===== src/rtl/spl_pkg.sv =====
package spl_pkg;
    localparam int WORD_W    = 16;
    localparam int NUM_WORDS = 14;
    localparam int IDX_W     = 4;
    localparam int AMP_W     = 48;
    localparam int PH_W      = 32;
    localparam int OUT_W     = 16;
    localparam int AD1_W     = 2 * WORD_W;
    localparam int PRATE_W   = 2 * WORD_W;

    typedef logic [NUM_WORDS-1:0][WORD_W-1:0] word_bank_t;

    typedef struct packed {
        logic [WORD_W-1:0]  start;
        logic [AD1_W-1:0]   diff1;
        logic [AMP_W-1:0]   diff2;
        logic [AMP_W-1:0]   diff3;
    } amp_coef_t;

    typedef struct packed {
        logic [WORD_W-1:0]  start;
        logic [PRATE_W-1:0] rate;
        logic [PRATE_W-1:0] accel;
    } ph_coef_t;

    function automatic amp_coef_t pick_amp(input word_bank_t w);
        amp_coef_t c;
        c.start = w[0];
        c.diff1 = {w[2], w[1]};
        c.diff2 = {w[5], w[4], w[3]};
        c.diff3 = {w[8], w[7], w[6]};
        return c;
    endfunction

    function automatic ph_coef_t pick_phase(input word_bank_t w);
        ph_coef_t c;
        c.start = w[9];
        c.rate  = {w[11], w[10]};
        c.accel = {w[13], w[12]};
        return c;
    endfunction
endpackage


===== src/rtl/spl_coef_buf.sv =====
module spl_coef_buf
    import spl_pkg::*;
(
    input  logic              clk,
    input  logic              rst,
    input  logic              wr_en,
    input  logic [IDX_W-1:0]  wr_idx,
    input  logic [WORD_W-1:0] wr_data,
    output word_bank_t        words
);
    for (genvar i = 0; i < NUM_WORDS; i++) begin : g_word
        logic [WORD_W-1:0] word_q;
        always_ff @(posedge clk) begin
            if (rst)
                word_q <= '0;
            else if (wr_en && wr_idx == IDX_W'(i))
                word_q <= wr_data;
        end
        assign words[i] = word_q;
    end

    // indices past the map leave every word untouched
    p_unused_index_r2: assert property (@(posedge clk) disable iff (rst)
        (wr_en && 32'(wr_idx) >= NUM_WORDS) |=> $stable(words));

    // no strobe, no change in the pending buffer
    p_no_write_hold_r3: assert property (@(posedge clk) disable iff (rst)
        !wr_en |=> $stable(words));
endmodule


===== src/rtl/spl_amp_cubic.sv =====
module spl_amp_cubic
    import spl_pkg::*;
(
    input  logic             clk,
    input  logic             rst,
    input  logic             load,
    input  amp_coef_t        coef,
    output logic [OUT_W-1:0] amp_out
);
    logic [AMP_W-1:0] acc, d1, d2, d3;

    always_ff @(posedge clk) begin
        if (rst) begin
            acc <= '0;
            d1  <= '0;
            d2  <= '0;
            d3  <= '0;
        end else if (load) begin
            acc <= {coef.start, {(AMP_W-WORD_W){1'b0}}};
            d1  <= {coef.diff1, {(AMP_W-AD1_W){1'b0}}};
            d2  <= coef.diff2;
            d3  <= coef.diff3;
        end else begin
            acc <= acc + d1;
            d1  <= d1 + d2;
            d2  <= d2 + d3;
        end
    end

    // Downstream rotation multiplies this word by about 1.64676.
    assign amp_out = acc[AMP_W-1 -: OUT_W];

    // with all differences zero the amplitude holds
    p_flat_amp_r4: assert property (@(posedge clk) disable iff (rst)
        (!load && d1 == '0 && d2 == '0 && d3 == '0) |=> $stable(amp_out));
endmodule


===== src/rtl/spl_phase_quad.sv =====
module spl_phase_quad
    import spl_pkg::*;
(
    input  logic             clk,
    input  logic             rst,
    input  logic             load,
    input  logic             restart,
    input  ph_coef_t         coef,
    output logic [OUT_W-1:0] phase_out
);
    logic [PH_W-1:0] acc, rate, accel;

    always_ff @(posedge clk) begin
        if (rst) begin
            acc   <= '0;
            rate  <= '0;
            accel <= '0;
        end else if (load) begin
            acc   <= restart ? {coef.start, {(PH_W-WORD_W){1'b0}}} : acc + rate;
            rate  <= coef.rate;
            accel <= coef.accel;
        end else begin
            acc  <= acc + rate;
            rate <= rate + accel;
        end
    end

    assign phase_out = acc[PH_W-1 -: OUT_W];

    // zero rate and acceleration freeze the phase
    p_flat_phase_r5: assert property (@(posedge clk) disable iff (rst)
        (!load && rate == '0 && accel == '0) |=> $stable(phase_out));
endmodule


===== src/rtl/spl_dds_engine.sv =====
module spl_dds_engine
    import spl_pkg::*;
(
    input  logic              clk,
    input  logic              rst,
    input  logic              wr_en,
    input  logic [IDX_W-1:0]  wr_idx,
    input  logic [WORD_W-1:0] wr_data,
    input  logic              trig,
    input  logic              clr,
    output logic [OUT_W-1:0]  amp_out,
    output logic [OUT_W-1:0]  phase_out
);
    word_bank_t pend;
    amp_coef_t  amp_c;
    ph_coef_t   ph_c;

    spl_coef_buf u_buf (
        .clk(clk), .rst(rst), .wr_en(wr_en), .wr_idx(wr_idx),
        .wr_data(wr_data), .words(pend)
    );

    assign amp_c = pick_amp(pend);
    assign ph_c  = pick_phase(pend);

    spl_amp_cubic u_amp (
        .clk(clk), .rst(rst), .load(trig), .coef(amp_c), .amp_out(amp_out)
    );

    spl_phase_quad u_ph (
        .clk(clk), .rst(rst), .load(trig), .restart(clr),
        .coef(ph_c), .phase_out(phase_out)
    );

    // commit shows the start value held before the trigger edge
    p_amp_commit_r4: assert property (@(posedge clk) disable iff (rst)
        trig |=> amp_out == $past(amp_c.start));

    // clearing trigger restarts phase at the pending start word
    p_phase_restart_r6: assert property (@(posedge clk) disable iff (rst)
        (trig && clr) |=> phase_out == $past(ph_c.start));
endmodule


===== config.mk =====
export PLATFORM = sky130hd
export DESIGN_NAME = spl_dds_engine
export DESIGN_NICKNAME = d
export VERILOG_FILES = /design/src/rtl/spl_pkg.sv /design/src/rtl/spl_coef_buf.sv /design/src/rtl/spl_amp_cubic.sv /design/src/rtl/spl_phase_quad.sv /design/src/rtl/spl_dds_engine.sv
export SDC_FILE = /design/constraint.sdc
export NUM_CORES = 1
export LEC_CHECK = 0
export BUFFER_PORTS_ARGS = -buffer_cell sky130_fd_sc_hd__buf_2
export CORE_MARGIN = 1
export CORE_UTILIZATION = 52
export CTS_CLUSTER_DIAMETER = 40
export DETAILED_ROUTE_END_ITERATION = 8
export PLACE_DENSITY_LB_ADDON = 0.2
export SLEW_MARGIN = 20
export SYNTH_ARGS = -nofsm -noshare
export SYNTH_HDL_FRONTEND = slang
export SYNTH_SLANG_ARGS = --single-unit

===== constraint.sdc =====
create_clock -name clk -period 7.19 [get_ports clk]
set_input_delay 1.7975 -clock clk [delete_from_list [all_inputs] [get_ports clk]]
set_output_delay 1.7975 -clock clk [all_outputs]
set_load 0.05 [all_outputs]

[Word level (Yosys, flattened, before mapping)]
Cells that the tools add are included.
Word-level totals
  bits in registers: 512
  word-level logic and storage cells: 63
Cells by class
  add/subtract/negate cells: 5
  eq/ne operators: 13
  muxes and demuxes: 6
  reduce and logical (&&, ||, !) cells: 16
Operator list (count)
  adder 48 bit: 3
  two-way mux 48 bit: 3
  two-way mux 32 bit: 3
  adder 32 bit: 2
  equality test 4 bit, second input constant: 6
  equality test 4 x 3 -> 1 bit, second input constant: 4
  logical AND 1 bit: 14
  equality test 4 x 2 -> 1 bit, second input constant: 2
  equality test 4 x 1 -> 1 bit, second input constant: 1
  zero test 4 bit: 1
  OR reduction 2 bit: 1

[Logic depth before layout (Yosys ltp)]
  depth in word-level cells: 3
  mapped depth: 14
  mapped depth without buffers: 14

[Cells and area by module]
A second synthesis with hierarchy kept.
Unflattened totals
  cells, all modules: 3332
  area total of the unflattened synthesis: 29115.4 µm²
Modules (own cells, without submodules)
  spl_amp_cubic: times used 1, cells each 1741, area each 13688.1 µm², sequential area each 3843.7 µm²
  spl_coef_buf: times used 1, cells each 772, area each 8784.7 µm², sequential area each 4484.3 µm²
  spl_phase_quad: times used 1, cells each 819, area each 6642.6 µm², sequential area each 1921.8 µm²

[Worst setup path before layout]
Ideal clock, no wire load.
  kind: input to register
  start point: in wr_idx[3]
  end point: reg u_buf.g_word[0].word_q[10]
  library setup time: 0.070 ns
  data arrival time: 3.203 ns
  slack: 3.917 ns
  stages on the path: 5
  cells stage by stage: or3b_2 nor3_1 clkbuf_1 nand2_1 a21oi_1
Between the ends
  word-level cells in the longest chain between the ends: 2
Ends and longest elaborated chain
  start, declared: RTL line spl_dds_engine.sv:7  | input logic [IDX_W-1:0] wr_idx,
  zero test 4 bit: RTL line spl_coef_buf.sv:16  | else if (wr_en && wr_idx == IDX_W'(i))
  logical AND 1 bit: RTL line spl_coef_buf.sv:16
  end signal, assigned: RTL line spl_coef_buf.sv:17  | word_q <= wr_data;
  end, declared: RTL line spl_coef_buf.sv:12  | logic [WORD_W-1:0] word_q;
Every way passes these cells.
A chain may end at the register's enable or synchronous reset.

[Worst setup path in the final report]
  start point: reg u_amp.d2[0]
  end point: reg u_amp.d1[34]
Between the ends
  word-level cells in the longest chain between the ends: 2
Ends and longest elaborated chain
  start, declared: RTL line spl_amp_cubic.sv:10  | logic [AMP_W-1:0] acc, d1, d2, d3;
  start signal, assigned: RTL line spl_amp_cubic.sv:21  | d2 <= coef.diff2;
  start signal, assigned: RTL line spl_amp_cubic.sv:26  | d2 <= d2 + d3;
  adder 48 bit: RTL line spl_amp_cubic.sv:25  | d1 <= d1 + d2;
  two-way mux 48 bit: RTL line spl_amp_cubic.sv:18  | end else if (load) begin
  end signal, assigned: RTL line spl_amp_cubic.sv:20  | d1 <= {coef.diff1, {(AMP_W-AD1_W){1'b0}}};
  end signal, assigned: RTL line spl_amp_cubic.sv:25
  end, declared: RTL line spl_amp_cubic.sv:10
Every way passes these cells.

==> impl_metrics.toml <==
[worst_hold_path]
hold_depth = 2
hp-class = "flip-flop to flip-flop"

[critical_path]
required_ns = 7.64
cp.arrival_ns = 4.24
rr_worst_depth = 13
criticalPathCategory = "flip-flop to flip-flop"
critPathLaunchType = "flip-flop"
worst_setup_path_end_kind = "flip-flop"
cp_max_fo = 4

[die]
coreArea_um2 = 51700
row_count = 83
die_area_um2 = 53600
start_util_pct = 52.9
die_h_um = 231
dieWidth_um = 231
io_pins = 57

[clock_tree]
cts.sinks = 512
postCtsSetupBuffers = 0
clk_latency_ns = 0.62
cts-root-buf = "clkbuf_16"
cts-resized-gates = 0
clk_pin_slew_ns = 0.06
clock_path_buffers = 3
postCtsHoldBufs = 0
cts_tree = "done"
cts-htree-levels = 3
cts_made_buffers = 84

[route]
wl_met2_um = 34700
ant_nets = 0
wl_met1_um = 32900
drc = 0
drt-initial-drc-count = 1430
met3_length_um = 3440
avgRoutedWirePerCell_um = 17.9
vias = 23600
top_layer = "met5"
drt-vias-per-instance = 5.70
drt-pass1-iter-count = 5
routed_wl_um = 73900

[synth]
mappedNetlistArea_um2 = 27400
synth-edff-count = 0
ys_warn_count = 0
syn_area_per_cell_um2 = 7.99
synthArstFlopShare_pct = 0
yosys-top-cells-area = "dfxtp_1 (37%), ha_1 (9.3%), nand2_1 (8.9%)"
ys.flop_type = "dfxtp_1"
synth-seq-cells = 512
synth_top_area_cell = "dfxtp_1"
netlist_instances = 3427
synth_nets = 3660
yosysTopAreaCellShare_pct = 37.4
ys_types = 83
yosysSeqAreaShare_pct = 37.4

[cells_and_area]
fin_util_pct = 59.4
areaGrowthSynthToFinish_pct = 12.2
drive_gt1_share_pct = 7.76
fin_area_um2 = 30700
fin_nets = 3618

[pwr]
ir_worst_vdd_uv = 188
fin_total_pwr_mw = 7.26
cellLeakagePower_nw = 12.9
powerDensity_nw_per_um2 = 236

[placed_design]
numPortBuffers = 56
place_congestion = 0.934
dpl_cell_area_um2 = 27800
hpwl_um = 50400

[timing]
max_slew.worst_pin.slew_ns = 1.06
setup_viol = 0
whs_ns = 0.430
grt_setup_unrepaired = "false"
hold_violations = 0
finalClockSkew_ns = 0.0262
setup_tns_ns = 0
drv_slew = 0
period_needed_ns = 3.79
max_freq_ghz = 0.264
period_share_pct = 52.7
max-slew-margin-rel_pct = 29.3

[job]
drv_cap = 0

[global_route]
grt_overflow_total = 0
antenna_found_initial = 2
grt_max_degree = 102
grt_first_pass_wirelength_um = 118000
grt_pass1_vias = 22700
track_usage_pct = 27.4

[outcome]
status = "completed"
-- logic make-up (layout without fill, tap and decap cells) --
family                     count (synthesis)  after routing  share of synthesized area, %
adders and majority gates                208            208                          9.64
muxes                                     90             90                          3.29
buffers and inverters                    262            289                          4.07
other                                      0              1                             0
DFF                                      512            512                          37.4
AOI/OAI and AO/OA                        952            952                          21.1
and+or+nand+nor                         1227           1227                          18.9
xor gates and xnor gates                 176            176                          5.63
-- stage by stage --
stage / setup WS [ns] / std cells
4_1_cts: 3.41 / 4134
3_5_place_dp: 3.00 / 3979
5_1_grt: 3.14 / 4135
3_3_place_gp: 3.06 / 3979
2_1_floorplan: 3.92 / 3427
6_report: 3.40 / 4135
-- registers in the layout (all words and copies together), names as in the netlist --
register,flops
u_ph.accel,32
u_ph.acc,32
u_ph.rate,32
u_amp.d1,48
u_buf.g_word.word_q,224
u_amp.d2,48
u_amp.acc,48
u_amp.d3,48
-- power by group --
group	switching [mW]	total, mW	internal [mW]
combinational	0.207	0.274	0.0668
clock	1.52	4.10	2.58
sequential	0.0184	2.89	2.87
-- area by class of cell --
class                      instances  area (um^2)
inverter                          60          225
multi-input combinational       2653        16000
timing repair buffer              74          434
fill                            4668        21000
clock buffer                     102         2300
sequential                       512        10200
clock inverter                    53          603
antenna                            1         2.50
tap                              680          851
-- synthesized netlist by cell type, types with 4 or more instances --
master    instances
o211ai_1         14
fa_1              5
dfxtp_1         512
inv_1            60
nand4_1          37
or3_1             4
o31a_1            6
buf_1            20
nand2b_1         24
or2_2             7
o21a_1           29
and3_1           16
xor2_1           77
ha_1            203
a21o_1          108
a41oi_1           5
a21oi_1         460
o21ba_2           4
xnor2_1          99
clkbuf_1        146
a211o_1          10
o21ai_0         111
a221oi_1          5
a21boi_0          5
a21oi_2           5
nor3b_1          11
nand2_1         652
nor3_1           38
and2_1           13
o31ai_1           8
mux2i_1          90
a22o_1            5
nor2_1          337
a211oi_1         16
o21bai_1         35
nand3_1          35
nor2b_1          30
o21ai_1          52
buf_4            34
a31oi_1          22
-- per-layer routing --
metal	GRT usage (%)	vias to the layer above
met1	34.7	11000
met3	4.10	181
met4	11.3	2
met2	46.4	578
li1	-	11800
met5	0	-
-- worst max-delay path, cell delays in order, from the launching register on --
cell and delay, ns:
dfxtp_1 0.31, ha_1 0.23, fa_1 0.43, a211oi_1 0.28
o21bai_1 0.17, a221oi_1 0.48, nand4b_1 0.23, a41oi_1 0.29
a31oi_1 0.49, o21ba_2 0.25, o21ai_1 0.09, xnor2_1 0.12
o21ai_0 0.08, nor2b_1 0.17
-- cells in the final DEF (no fill, tap or decap), drive strengths merged, types with 5 or more instances in the layout --
cell / instances
inv: 82
o21a: 29
ha: 203
fa: 5
nor2: 338
o211ai: 14
a41oi: 6
nor2b: 30
a211oi: 19
o21ai: 166
nor3: 38
o31ai: 10
buf: 73
a211o: 10
a21o: 108
clkinvlp: 7
a21boi: 8
nand4: 37
o31a: 6
nor3b: 11
clkbuf: 103
and2: 13
nand2: 652
a31oi: 23
xor2: 77
mux2i: 90
xnor2: 99
nand3: 35
dfxtp: 512
a221oi: 6
and3: 16
a21oi: 465
nand2b: 24
a22o: 5
o21bai: 35
or2: 9
bufinv: 7
clkinv: 17
-- worst paths after layout --
path                                    from  slack [ns]      endpoint
hold / removal    u_buf.g_word[4].word_q[11]        0.43  u_amp.d2[27]
setup / recovery                 u_amp.d2[0]        3.40  u_amp.d1[34]
hold reg to reg   u_buf.g_word[4].word_q[11]        0.43  u_amp.d2[27]
setup reg to reg                 u_amp.d2[0]        3.40  u_amp.d1[34]
(Power assumes the default switching activity.)
